`config.mk`:
```
export PLATFORM = sky130hd
export DESIGN_NAME = vfs_seq_top
export DESIGN_NICKNAME = d
export VERILOG_FILES = /design/src/rtl/vfs_pkg.sv /design/src/rtl/vfs_optable.sv /design/src/rtl/vfs_req_arb.sv /design/src/rtl/vfs_vid_ramp.sv /design/src/rtl/vfs_seq_fsm.sv /design/src/rtl/vfs_seq_top.sv
export SDC_FILE = /design/constraint.sdc
export NUM_CORES = 1
export LEC_CHECK = 0
export ABC_AREA = 1
export ABC_CLOCK_PERIOD_IN_PS = 2450
export BUFFER_PORTS_ARGS = -buffer_cell sky130_fd_sc_hd__buf_2
export CORE_MARGIN = 3
export CORE_UTILIZATION = 48
export DETAILED_ROUTE_END_ITERATION = 7
export PLACE_DENSITY = 0.68
export SYNTH_ARGS = -nofsm -noshare
export SYNTH_HDL_FRONTEND = slang
export SYNTH_SLANG_ARGS = --single-unit
```
`constraint.sdc`:
```
create_clock -name clk_i -period 2.45 [get_ports clk_i]
set_input_delay 0.1225 -clock clk_i [delete_from_list [all_inputs] [get_ports clk_i]]
set_output_delay 0.1225 -clock clk_i [all_outputs]
set_load 0.02 [all_outputs]
```
`src/rtl/vfs_pkg.sv`:
```
package vfs_pkg;

   typedef enum logic [1:0] {
      ST_IDLE = 2'd0,
      ST_HALT = 2'd1,
      ST_RAMP = 2'd2,
      ST_FIN  = 2'd3
   } vfs_state_e;

   typedef enum logic [1:0] {
      DIR_SAME = 2'd0,
      DIR_DOWN = 2'd1,
      DIR_UP   = 2'd2
   } vfs_dir_e;

endpackage

```
`src/rtl/vfs_optable.sv`:
```
module vfs_optable #(
   parameter int N_PTS    = 8,
   parameter int IDX_W    = 3,
   parameter int FREQ_W   = 8,
   parameter int VID_W    = 7,
   parameter int RST_FREQ = 30,
   parameter int RST_VID  = 40
) (
   input  logic              clk_i,
   input  logic              rst_ni,
   input  logic              wr_en_i,
   input  logic [IDX_W-1:0]  wr_idx_i,
   input  logic [FREQ_W-1:0] wr_freq_i,
   input  logic [VID_W-1:0]  wr_vid_i,
   input  logic [IDX_W-1:0]  rd_idx_i,
   output logic [FREQ_W-1:0] rd_freq_o,
   output logic [VID_W-1:0]  rd_vid_o
);

   localparam logic [FREQ_W-1:0] FREQ_INIT = FREQ_W'(RST_FREQ);
   localparam logic [VID_W-1:0]  VID_INIT  = VID_W'(RST_VID);

   logic [FREQ_W-1:0] freq_q [N_PTS];
   logic [VID_W-1:0]  vid_q  [N_PTS];

   for (genvar e = 0; e < N_PTS; e++) begin : g_entry
      always_ff @(posedge clk_i or negedge rst_ni) begin
         if (!rst_ni) begin
            freq_q[e] <= FREQ_INIT;
            vid_q[e]  <= VID_INIT;
         end else if (wr_en_i && (wr_idx_i == IDX_W'(e))) begin
            freq_q[e] <= wr_freq_i;
            vid_q[e]  <= wr_vid_i;
         end
      end
   end

   assign rd_freq_o = freq_q[rd_idx_i];
   assign rd_vid_o  = vid_q[rd_idx_i];

endmodule

```
`src/rtl/vfs_req_arb.sv`:
```
module vfs_req_arb #(
   parameter int IDX_W       = 3,
   parameter bit THERM_FIRST = 1'b1
) (
   input  logic             clk_i,
   input  logic             rst_ni,
   input  logic             therm_req_i,
   input  logic [IDX_W-1:0] therm_idx_i,
   input  logic             sw_req_i,
   input  logic [IDX_W-1:0] sw_idx_i,
   input  logic             take_i,
   output logic             go_o,
   output logic [IDX_W-1:0] go_idx_o
);

   logic             new_v;
   logic [IDX_W-1:0] new_idx;
   logic             pend_v_q;
   logic [IDX_W-1:0] pend_idx_q;

   assign new_v = therm_req_i | sw_req_i;

   if (THERM_FIRST) begin : g_therm_first
      assign new_idx = therm_req_i ? therm_idx_i : sw_idx_i;
   end else begin : g_sw_first
      assign new_idx = sw_req_i ? sw_idx_i : therm_idx_i;
   end

   assign go_o     = take_i & (pend_v_q | new_v);
   assign go_idx_o = pend_v_q ? pend_idx_q : new_idx;

   always_ff @(posedge clk_i or negedge rst_ni) begin
      if (!rst_ni) begin
         pend_v_q   <= 1'b0;
         pend_idx_q <= '0;
      end else if (take_i) begin
         if (pend_v_q && new_v) begin
            pend_idx_q <= new_idx;
         end else begin
            pend_v_q <= 1'b0;
         end
      end else if (new_v) begin
         pend_v_q   <= 1'b1;
         pend_idx_q <= new_idx;
      end
   end

endmodule

```
`src/rtl/vfs_vid_ramp.sv`:
```
module vfs_vid_ramp #(
   parameter int VID_W   = 7,
   parameter int WAIT_W  = 8,
   parameter int RST_VID = 40
) (
   input  logic              clk_i,
   input  logic              rst_ni,
   input  logic              en_i,
   input  logic [VID_W-1:0]  tgt_i,
   input  logic [WAIT_W-1:0] wait_i,
   output logic [VID_W-1:0]  vid_o,
   output logic              at_tgt_o
);

   localparam logic [VID_W-1:0] VID_INIT = VID_W'(RST_VID);

   logic [VID_W-1:0]  vid_q;
   logic [WAIT_W-1:0] cnt_q;

   assign at_tgt_o = (vid_q == tgt_i);
   assign vid_o    = vid_q;

   always_ff @(posedge clk_i or negedge rst_ni) begin
      if (!rst_ni) begin
         vid_q <= VID_INIT;
         cnt_q <= '0;
      end else if (!en_i || at_tgt_o) begin
         cnt_q <= '0;
      end else if (cnt_q == wait_i) begin
         cnt_q <= '0;
         vid_q <= (tgt_i > vid_q) ? vid_q + 1'b1 : vid_q - 1'b1;
      end else begin
         cnt_q <= cnt_q + 1'b1;
      end
   end


   step_size_chk: assert property (@(posedge clk_i) disable iff (!rst_ni)
      (vid_q != $past(vid_q)) |->
         ((vid_q == $past(vid_q) + 1'b1) || (vid_q == $past(vid_q) - 1'b1)));


   step_gap_chk: assert property (@(posedge clk_i) disable iff (!rst_ni)
      (vid_q != $past(vid_q)) |-> ($past(cnt_q) == $past(wait_i)));

endmodule

```
`src/rtl/vfs_seq_fsm.sv`:
```
module vfs_seq_fsm
   import vfs_pkg::*;
#(
   parameter int IDX_W    = 3,
   parameter int FREQ_W   = 8,
   parameter int VID_W    = 7,
   parameter int RST_FREQ = 30
) (
   input  logic              clk_i,
   input  logic              rst_ni,
   input  logic              go_i,
   input  logic [IDX_W-1:0]  go_idx_i,
   input  logic [FREQ_W-1:0] rd_freq_i,
   input  logic [VID_W-1:0]  rd_vid_i,
   input  logic [VID_W-1:0]  vid_i,
   input  logic              at_tgt_i,
   input  logic              pll_lock_i,
   output logic              take_o,
   output logic              ramp_en_o,
   output logic [VID_W-1:0]  tgt_vid_o,
   output logic              halt_o,
   output logic              pll_req_o,
   output logic [FREQ_W-1:0] pll_freq_o,
   output logic              busy_o,
   output logic              done_o,
   output logic [IDX_W-1:0]  cur_idx_o
);

   localparam logic [FREQ_W-1:0] FREQ_INIT = FREQ_W'(RST_FREQ);

   vfs_state_e        state_q, state_d;
   vfs_dir_e          dir_q;
   logic [IDX_W-1:0]  tgt_idx_q;
   logic [VID_W-1:0]  tgt_vid_q;
   logic [FREQ_W-1:0] tgt_freq_q;
   logic [FREQ_W-1:0] pll_freq_q;
   logic [IDX_W-1:0]  cur_idx_q;
   vfs_dir_e          dir_new;

   always_comb begin
      if (go_idx_i == cur_idx_q)   dir_new = DIR_SAME;
      else if (rd_vid_i > vid_i)   dir_new = DIR_UP;
      else                         dir_new = DIR_DOWN;
   end

   always_comb begin
      state_d = state_q;
      unique case (state_q)
         ST_IDLE: begin
            if (go_i) begin
               unique case (dir_new)
                  DIR_SAME: state_d = ST_FIN;
                  DIR_DOWN: state_d = ST_HALT;
                  default:  state_d = ST_RAMP;
               endcase
            end
         end
         ST_HALT: if (pll_lock_i) state_d = (dir_q == DIR_DOWN) ? ST_RAMP : ST_FIN;
         ST_RAMP: if (at_tgt_i)   state_d = (dir_q == DIR_DOWN) ? ST_FIN : ST_HALT;
         default: state_d = ST_IDLE;
      endcase
   end

   always_ff @(posedge clk_i or negedge rst_ni) begin
      if (!rst_ni) begin
         state_q    <= ST_IDLE;
         dir_q      <= DIR_SAME;
         tgt_idx_q  <= '0;
         tgt_vid_q  <= '0;
         tgt_freq_q <= FREQ_INIT;
         pll_freq_q <= FREQ_INIT;
         cur_idx_q  <= '0;
      end else begin
         state_q <= state_d;
         if (state_q == ST_IDLE && go_i) begin
            dir_q      <= dir_new;
            tgt_idx_q  <= go_idx_i;
            tgt_vid_q  <= rd_vid_i;
            tgt_freq_q <= rd_freq_i;
         end
         if (state_d == ST_HALT && state_q != ST_HALT) begin
            pll_freq_q <= (state_q == ST_IDLE) ? rd_freq_i : tgt_freq_q;
         end
         if (state_d == ST_FIN) begin
            cur_idx_q <= (state_q == ST_IDLE) ? go_idx_i : tgt_idx_q;
         end
      end
   end

   assign take_o     = (state_q == ST_IDLE);
   assign ramp_en_o  = (state_q == ST_RAMP);
   assign tgt_vid_o  = tgt_vid_q;
   assign halt_o     = (state_q == ST_HALT);
   assign pll_req_o  = (state_q == ST_HALT);
   assign pll_freq_o = pll_freq_q;
   assign busy_o     = (state_q != ST_IDLE);
   assign done_o     = (state_q == ST_FIN);
   assign cur_idx_o  = cur_idx_q;


   halt_release_chk: assert property (@(posedge clk_i) disable iff (!rst_ni)
      (halt_o && pll_lock_i) |=> !halt_o);


   done_pulse_chk: assert property (@(posedge clk_i) disable iff (!rst_ni)
      done_o |=> !done_o);


   done_busy_chk: assert property (@(posedge clk_i) disable iff (!rst_ni)
      done_o |-> busy_o);


   up_order_chk: assert property (@(posedge clk_i) disable iff (!rst_ni)
      (pll_req_o && dir_q == DIR_UP) |-> at_tgt_i);


   down_order_chk: assert property (@(posedge clk_i) disable iff (!rst_ni)
      (ramp_en_o && dir_q == DIR_DOWN) |-> (pll_freq_q == tgt_freq_q));

endmodule

```
`src/rtl/vfs_seq_top.sv`:
```
module vfs_seq_top #(
   parameter int N_PTS       = 8,
   parameter int FREQ_W      = 8,
   parameter int VID_W       = 7,
   parameter int WAIT_W      = 8,
   parameter int RST_FREQ    = 30,
   parameter int RST_VID     = 40,
   parameter bit THERM_FIRST = 1'b1,
   localparam int IDX_W      = (N_PTS > 1) ? $clog2(N_PTS) : 1
) (
   input  logic              clk_i,
   input  logic              rst_ni,
   input  logic              cfg_we_i,
   input  logic [IDX_W-1:0]  cfg_idx_i,
   input  logic [FREQ_W-1:0] cfg_freq_i,
   input  logic [VID_W-1:0]  cfg_vid_i,
   input  logic [WAIT_W-1:0] step_wait_i,
   input  logic              therm_req_i,
   input  logic [IDX_W-1:0]  therm_idx_i,
   input  logic              sw_req_i,
   input  logic [IDX_W-1:0]  sw_idx_i,
   input  logic              pll_lock_i,
   output logic              halt_o,
   output logic              pll_req_o,
   output logic [FREQ_W-1:0] pll_freq_o,
   output logic [VID_W-1:0]  vid_o,
   output logic              busy_o,
   output logic              done_o,
   output logic [IDX_W-1:0]  cur_idx_o
);

   if (N_PTS < 2 || (1 << IDX_W) != N_PTS) begin : g_bad_pts
      $error("vfs_seq_top: N_PTS must be a power of two, at least 2");
   end
   if (VID_W < 2 || FREQ_W < 2 || WAIT_W < 1) begin : g_bad_w
      $error("vfs_seq_top: field widths too small");
   end
   if (RST_VID < 0 || RST_VID >= (1 << VID_W)) begin : g_bad_rvid
      $error("vfs_seq_top: RST_VID does not fit VID_W");
   end
   if (RST_FREQ < 0 || RST_FREQ >= (1 << FREQ_W)) begin : g_bad_rfreq
      $error("vfs_seq_top: RST_FREQ does not fit FREQ_W");
   end

   logic              take;
   logic              go;
   logic [IDX_W-1:0]  go_idx;
   logic [FREQ_W-1:0] rd_freq;
   logic [VID_W-1:0]  rd_vid;
   logic              ramp_en;
   logic [VID_W-1:0]  tgt_vid;
   logic              at_tgt;
   logic [VID_W-1:0]  vid;

   vfs_optable #(
      .N_PTS(N_PTS), .IDX_W(IDX_W), .FREQ_W(FREQ_W), .VID_W(VID_W),
      .RST_FREQ(RST_FREQ), .RST_VID(RST_VID)
   ) u_table (
      .clk_i(clk_i), .rst_ni(rst_ni),
      .wr_en_i(cfg_we_i), .wr_idx_i(cfg_idx_i),
      .wr_freq_i(cfg_freq_i), .wr_vid_i(cfg_vid_i),
      .rd_idx_i(go_idx), .rd_freq_o(rd_freq), .rd_vid_o(rd_vid)
   );

   vfs_req_arb #(.IDX_W(IDX_W), .THERM_FIRST(THERM_FIRST)) u_arb (
      .clk_i(clk_i), .rst_ni(rst_ni),
      .therm_req_i(therm_req_i), .therm_idx_i(therm_idx_i),
      .sw_req_i(sw_req_i), .sw_idx_i(sw_idx_i),
      .take_i(take), .go_o(go), .go_idx_o(go_idx)
   );

   vfs_vid_ramp #(.VID_W(VID_W), .WAIT_W(WAIT_W), .RST_VID(RST_VID)) u_ramp (
      .clk_i(clk_i), .rst_ni(rst_ni),
      .en_i(ramp_en), .tgt_i(tgt_vid), .wait_i(step_wait_i),
      .vid_o(vid), .at_tgt_o(at_tgt)
   );

   vfs_seq_fsm #(
      .IDX_W(IDX_W), .FREQ_W(FREQ_W), .VID_W(VID_W), .RST_FREQ(RST_FREQ)
   ) u_fsm (
      .clk_i(clk_i), .rst_ni(rst_ni),
      .go_i(go), .go_idx_i(go_idx),
      .rd_freq_i(rd_freq), .rd_vid_i(rd_vid),
      .vid_i(vid), .at_tgt_i(at_tgt), .pll_lock_i(pll_lock_i),
      .take_o(take), .ramp_en_o(ramp_en), .tgt_vid_o(tgt_vid),
      .halt_o(halt_o), .pll_req_o(pll_req_o), .pll_freq_o(pll_freq_o),
      .busy_o(busy_o), .done_o(done_o), .cur_idx_o(cur_idx_o)
   );

   assign vid_o = vid;


   halt_vid_chk: assert property (@(posedge clk_i) disable iff (!rst_ni)
      (halt_o && $past(halt_o)) |-> $stable(vid));

endmodule

```
==> flow_summary.toml <==
[status]
status = "finished, violations left"
violations = "negative setup slack"

[clock_network]
clock_latency_ns = 0.43
cts_buffers = 17
cts.sink_count = 172
ctsLongestPathBuffers = 2
cts_tree = "done"
clk_pin_slew_ns = 0.07
cts_max_level = 4
cts_root_buf = "clkbuf_16"

[floorplan]
ios = 60
die-area_um2 = 19800
initial_core_util_pct = 49.6
core_um2 = 17500
fp.dieH_um = 141
rows = 48
chipWidth_um = 141

[global_route]
antenna_found_initial = 0
grt_max_degree = 60
grt_pass1_vias = 7502
grt_pass1_wl_um = 38600
grt_overflow = 0
track_usage_pct = 24.3

[critical_path]
cp.arrival_ns = 3.17
cpLargestDelayFamily = "simple AND/OR/NAND/NOR gates"
slowest_stage = "dfrtp_2"
r2r_end = "u_fsm.pll_freq_o[0]"
reg2regPathDepth = 20
path_max_fanout = 8
crit_path_frequent_cell = "nand2_1"
required_ns = 2.82
critical_path_class = "reg -> reg"
path_depth = 20
cpPeakStageDelay_ns = 0.44
r2r_start = "u_arb.pend_v_q"
crit_chain = "clkinv_4, nand3_4, nand2_8, inv_6, buf_4, nand3_2, nand3_4, nand2_4, ha_4, a21oi_2, o21ai_2, nand2_1, nand2_1, nand2_2, inv_1, nand2_1, nand2_2, a21oi_4, nand3_1, nand2_1"
start_kind = "register"
regToRegSetupSlack_ns = -0.35
cp_num_buf_inv = 4
crit_path_end_kind = "register"

[synth]
yosys.area.top_type = "dfrtp_1"
synth_area_leaders = "dfrtp_1, dfstp_2, nand2_1"
syn_avg_cell_area_um2 = 7.86
yosysSeqAreaShare_pct = 50.4
ys_seq_elements = 172
yosysWarningCount = 0
yosysTopAreaCellShare_pct = 32.8
synthDistinctLibCells = 34
netlist_area_um2 = 8690
syn_inst = 1106
syn-num-nets = 1165

[timing]
setup_ws_ns = -0.347
tightest_slew_ns = 1.01
setup_violations = 16
slew_viol_final = 0
relSlewSlack_pct = 32.7
max_freq_ghz = 0.358
period_needed_ns = 2.80
hold_violations = 0
rsz0062_at_grt = "yes"
holdWs_ns = 0.0698
period_share_pct = 114
skew_ns = 0.00735

[routing]
ant_nets = 0
drc = 0
drt-total-wl_um = 24900
first_pass_iters = 7
vias = 7989
avgRoutedWirePerCell_um = 16.6
viasPerCell = 5.34
drt_iter0_markers = 650

[power]
peakVddDrop_mv = 0.685
p_leak_nw = 5.56
cellPowerDensity_nw_per_um2 = 1110

[finish]
post-route-util_pct = 66.0
finalNetCount = 1317
layout_commonest_cell = "nand2_1"
antenna_cells = 0
fill_cells = 1390
area_delta_synth_final_pct = 33.2
drive_gt1_share_pct = 31.1
final_cell_mix = "nand2_1, o21ai_0, dfrtp_1"

[placed_design]
routabilityCongestion = 0.908
dp_hpwl_um = 14800
dpl_worst_slack_ns = -0.303
port_buffers = 59

[flow_run]
maxCapViolations = 0

[hold_path]
hp-start = "therm_idx_i[1]"
min_path_type = "in -> reg"
min_to = "u_arb.pend_idx_q[1]"
hold_path_depth = 3
==> how the worst max path moves through the flow <==
stage	start	endpoint	slack (ns)
after floorplan	u_arb.pend_v_q	u_fsm.pll_freq_o[0]	-0.12
after global placement	u_arb.pend_v_q	u_fsm.pll_freq_o[7]	-0.25
after detailed placement	u_arb.pend_v_q	u_fsm.pll_freq_o[0]	-0.30
after CTS	u_arb.pend_v_q	u_fsm.pll_freq_o[5]	-0.21
after global routing	u_arb.pend_v_q	u_fsm.pll_freq_o[0]	-0.47
final	u_arb.pend_v_q	u_fsm.pll_freq_o[0]	-0.35
==> what timing repair did <==
| item | CTS | global route |
|---|---|---|
| setup endpoints to repair | 17 | 20 |
| endpoints found under the hold margin | 50 | 0 |
| gates resized for setup | 50 | 93 |
| pin swaps | 33 | 60 |
| setup buffers | 29 | 8 |
| cloned | 2 | 5 |
| hold buffers | 16 | 0 |
==> cell type report <==
| type | count | area [um^2] | share of cell area [%] |
|---|---|---|---|
| Clock buffer | 23 | 488 | 4.22 |
| Clock inverter | 9 | 159 | 1.37 |
| Multi-Input combinational cell | 766 | 4320 | 37.3 |
| Sequential cell | 172 | 4380 | 37.8 |
| Tap cell | 225 | 282 | 2.43 |
| Inverter | 117 | 454 | 3.92 |
| Timing Repair Buffer | 184 | 1490 | 12.9 |
==> layer usage <==
layer	GRT usage [%]	vias up	share of wire, %
met3	4.34	51	6.2
met4	7.50	0	2.3
met5	0	-	0
met1	34.6	3807	44
met2	38.2	262	47
li1	-	3869	-
==> cells by family (layout without fill, tap and decap cells) <==
| group | count (synthesis) | in the layout | share of synthesized area (%) |
|---|---|---|---|
| DFF | 172 | 172 | 50.4 |
| xor gates and xnor gates | 9 | 9 | 0.907 |
| and+or+nand+nor | 551 | 551 | 26.5 |
| adders and majority gates | 21 | 21 | 3.11 |
| buffers and inverters | 168 | 333 | 7.85 |
| AOI/OAI and AO/OA | 184 | 184 | 11.1 |
| muxes | 1 | 1 | 0.115 |
==> through the flow <==
step / setup TNS (ns) / power, mW / cells / instance area, um^2
after floorplan: -1.21 / 6.99 / 1106 / 8840
after global placement: -2.83 / 8.35 / 1406 / 9740
after detailed placement: -3.53 / 8.44 / 1406 / 9740
after CTS: -2.43 / 12.0 / 1485 / 11000
after global routing: -6.40 / 13.6 / 1496 / 11600
final: -4.30 / 12.8 / 1496 / 11600
==> state kept, by name, summed over array words and instances (netlist names) <==
name              cells
u_table.freq_q       64
u_table.vid_q        56
u_ramp.vid_o          7
u_arb.pend_idx_q      3
u_ramp.cnt_q          8
u_fsm.tgt_vid_o       7
u_fsm.dir_q           2
u_fsm.tgt_freq_q      8
u_fsm.tgt_idx_q       3
u_fsm.state_q         2
u_fsm.cur_idx_o       3
u_arb.pend_v_q        1
u_fsm.pll_freq_o      8
==> report_power, final <==
group / total, mW / switching [mW] / internal [mW]
combinational: 5.73 / 3.42 / 2.31
sequential: 4.13 / 0.442 / 3.69
clock: 2.94 / 1.12 / 1.82
total: 12.8 / 4.98 / 7.82
==> synth_stat cells (all sizes together) <==
master  instances
a21o            1
a21oi          22
a31oi           8
buf            22
clkbuf         29
dfrtp         114
dfstp          58
fa              1
ha             20
inv           117
mux2i           1
nand2         372
nand2b          1
nand3         123
nand4           7
nor2           33
nor3            6
nor4            1
o211ai          1
o21a            1
o21ai         150
o21bai          1
or2             8
xnor2           3
xor2            6
==> worst min-delay path: cells and delay by family <==
family | cells | cell delay [ns]
AND/OR/NAND/NOR | 1 | 0.13
AO/OA/AOI/OAI | 1 | 0.10
buffers and inverters | 1 | 0.10
No activity file was read; power rests on OpenSTA's default activity.
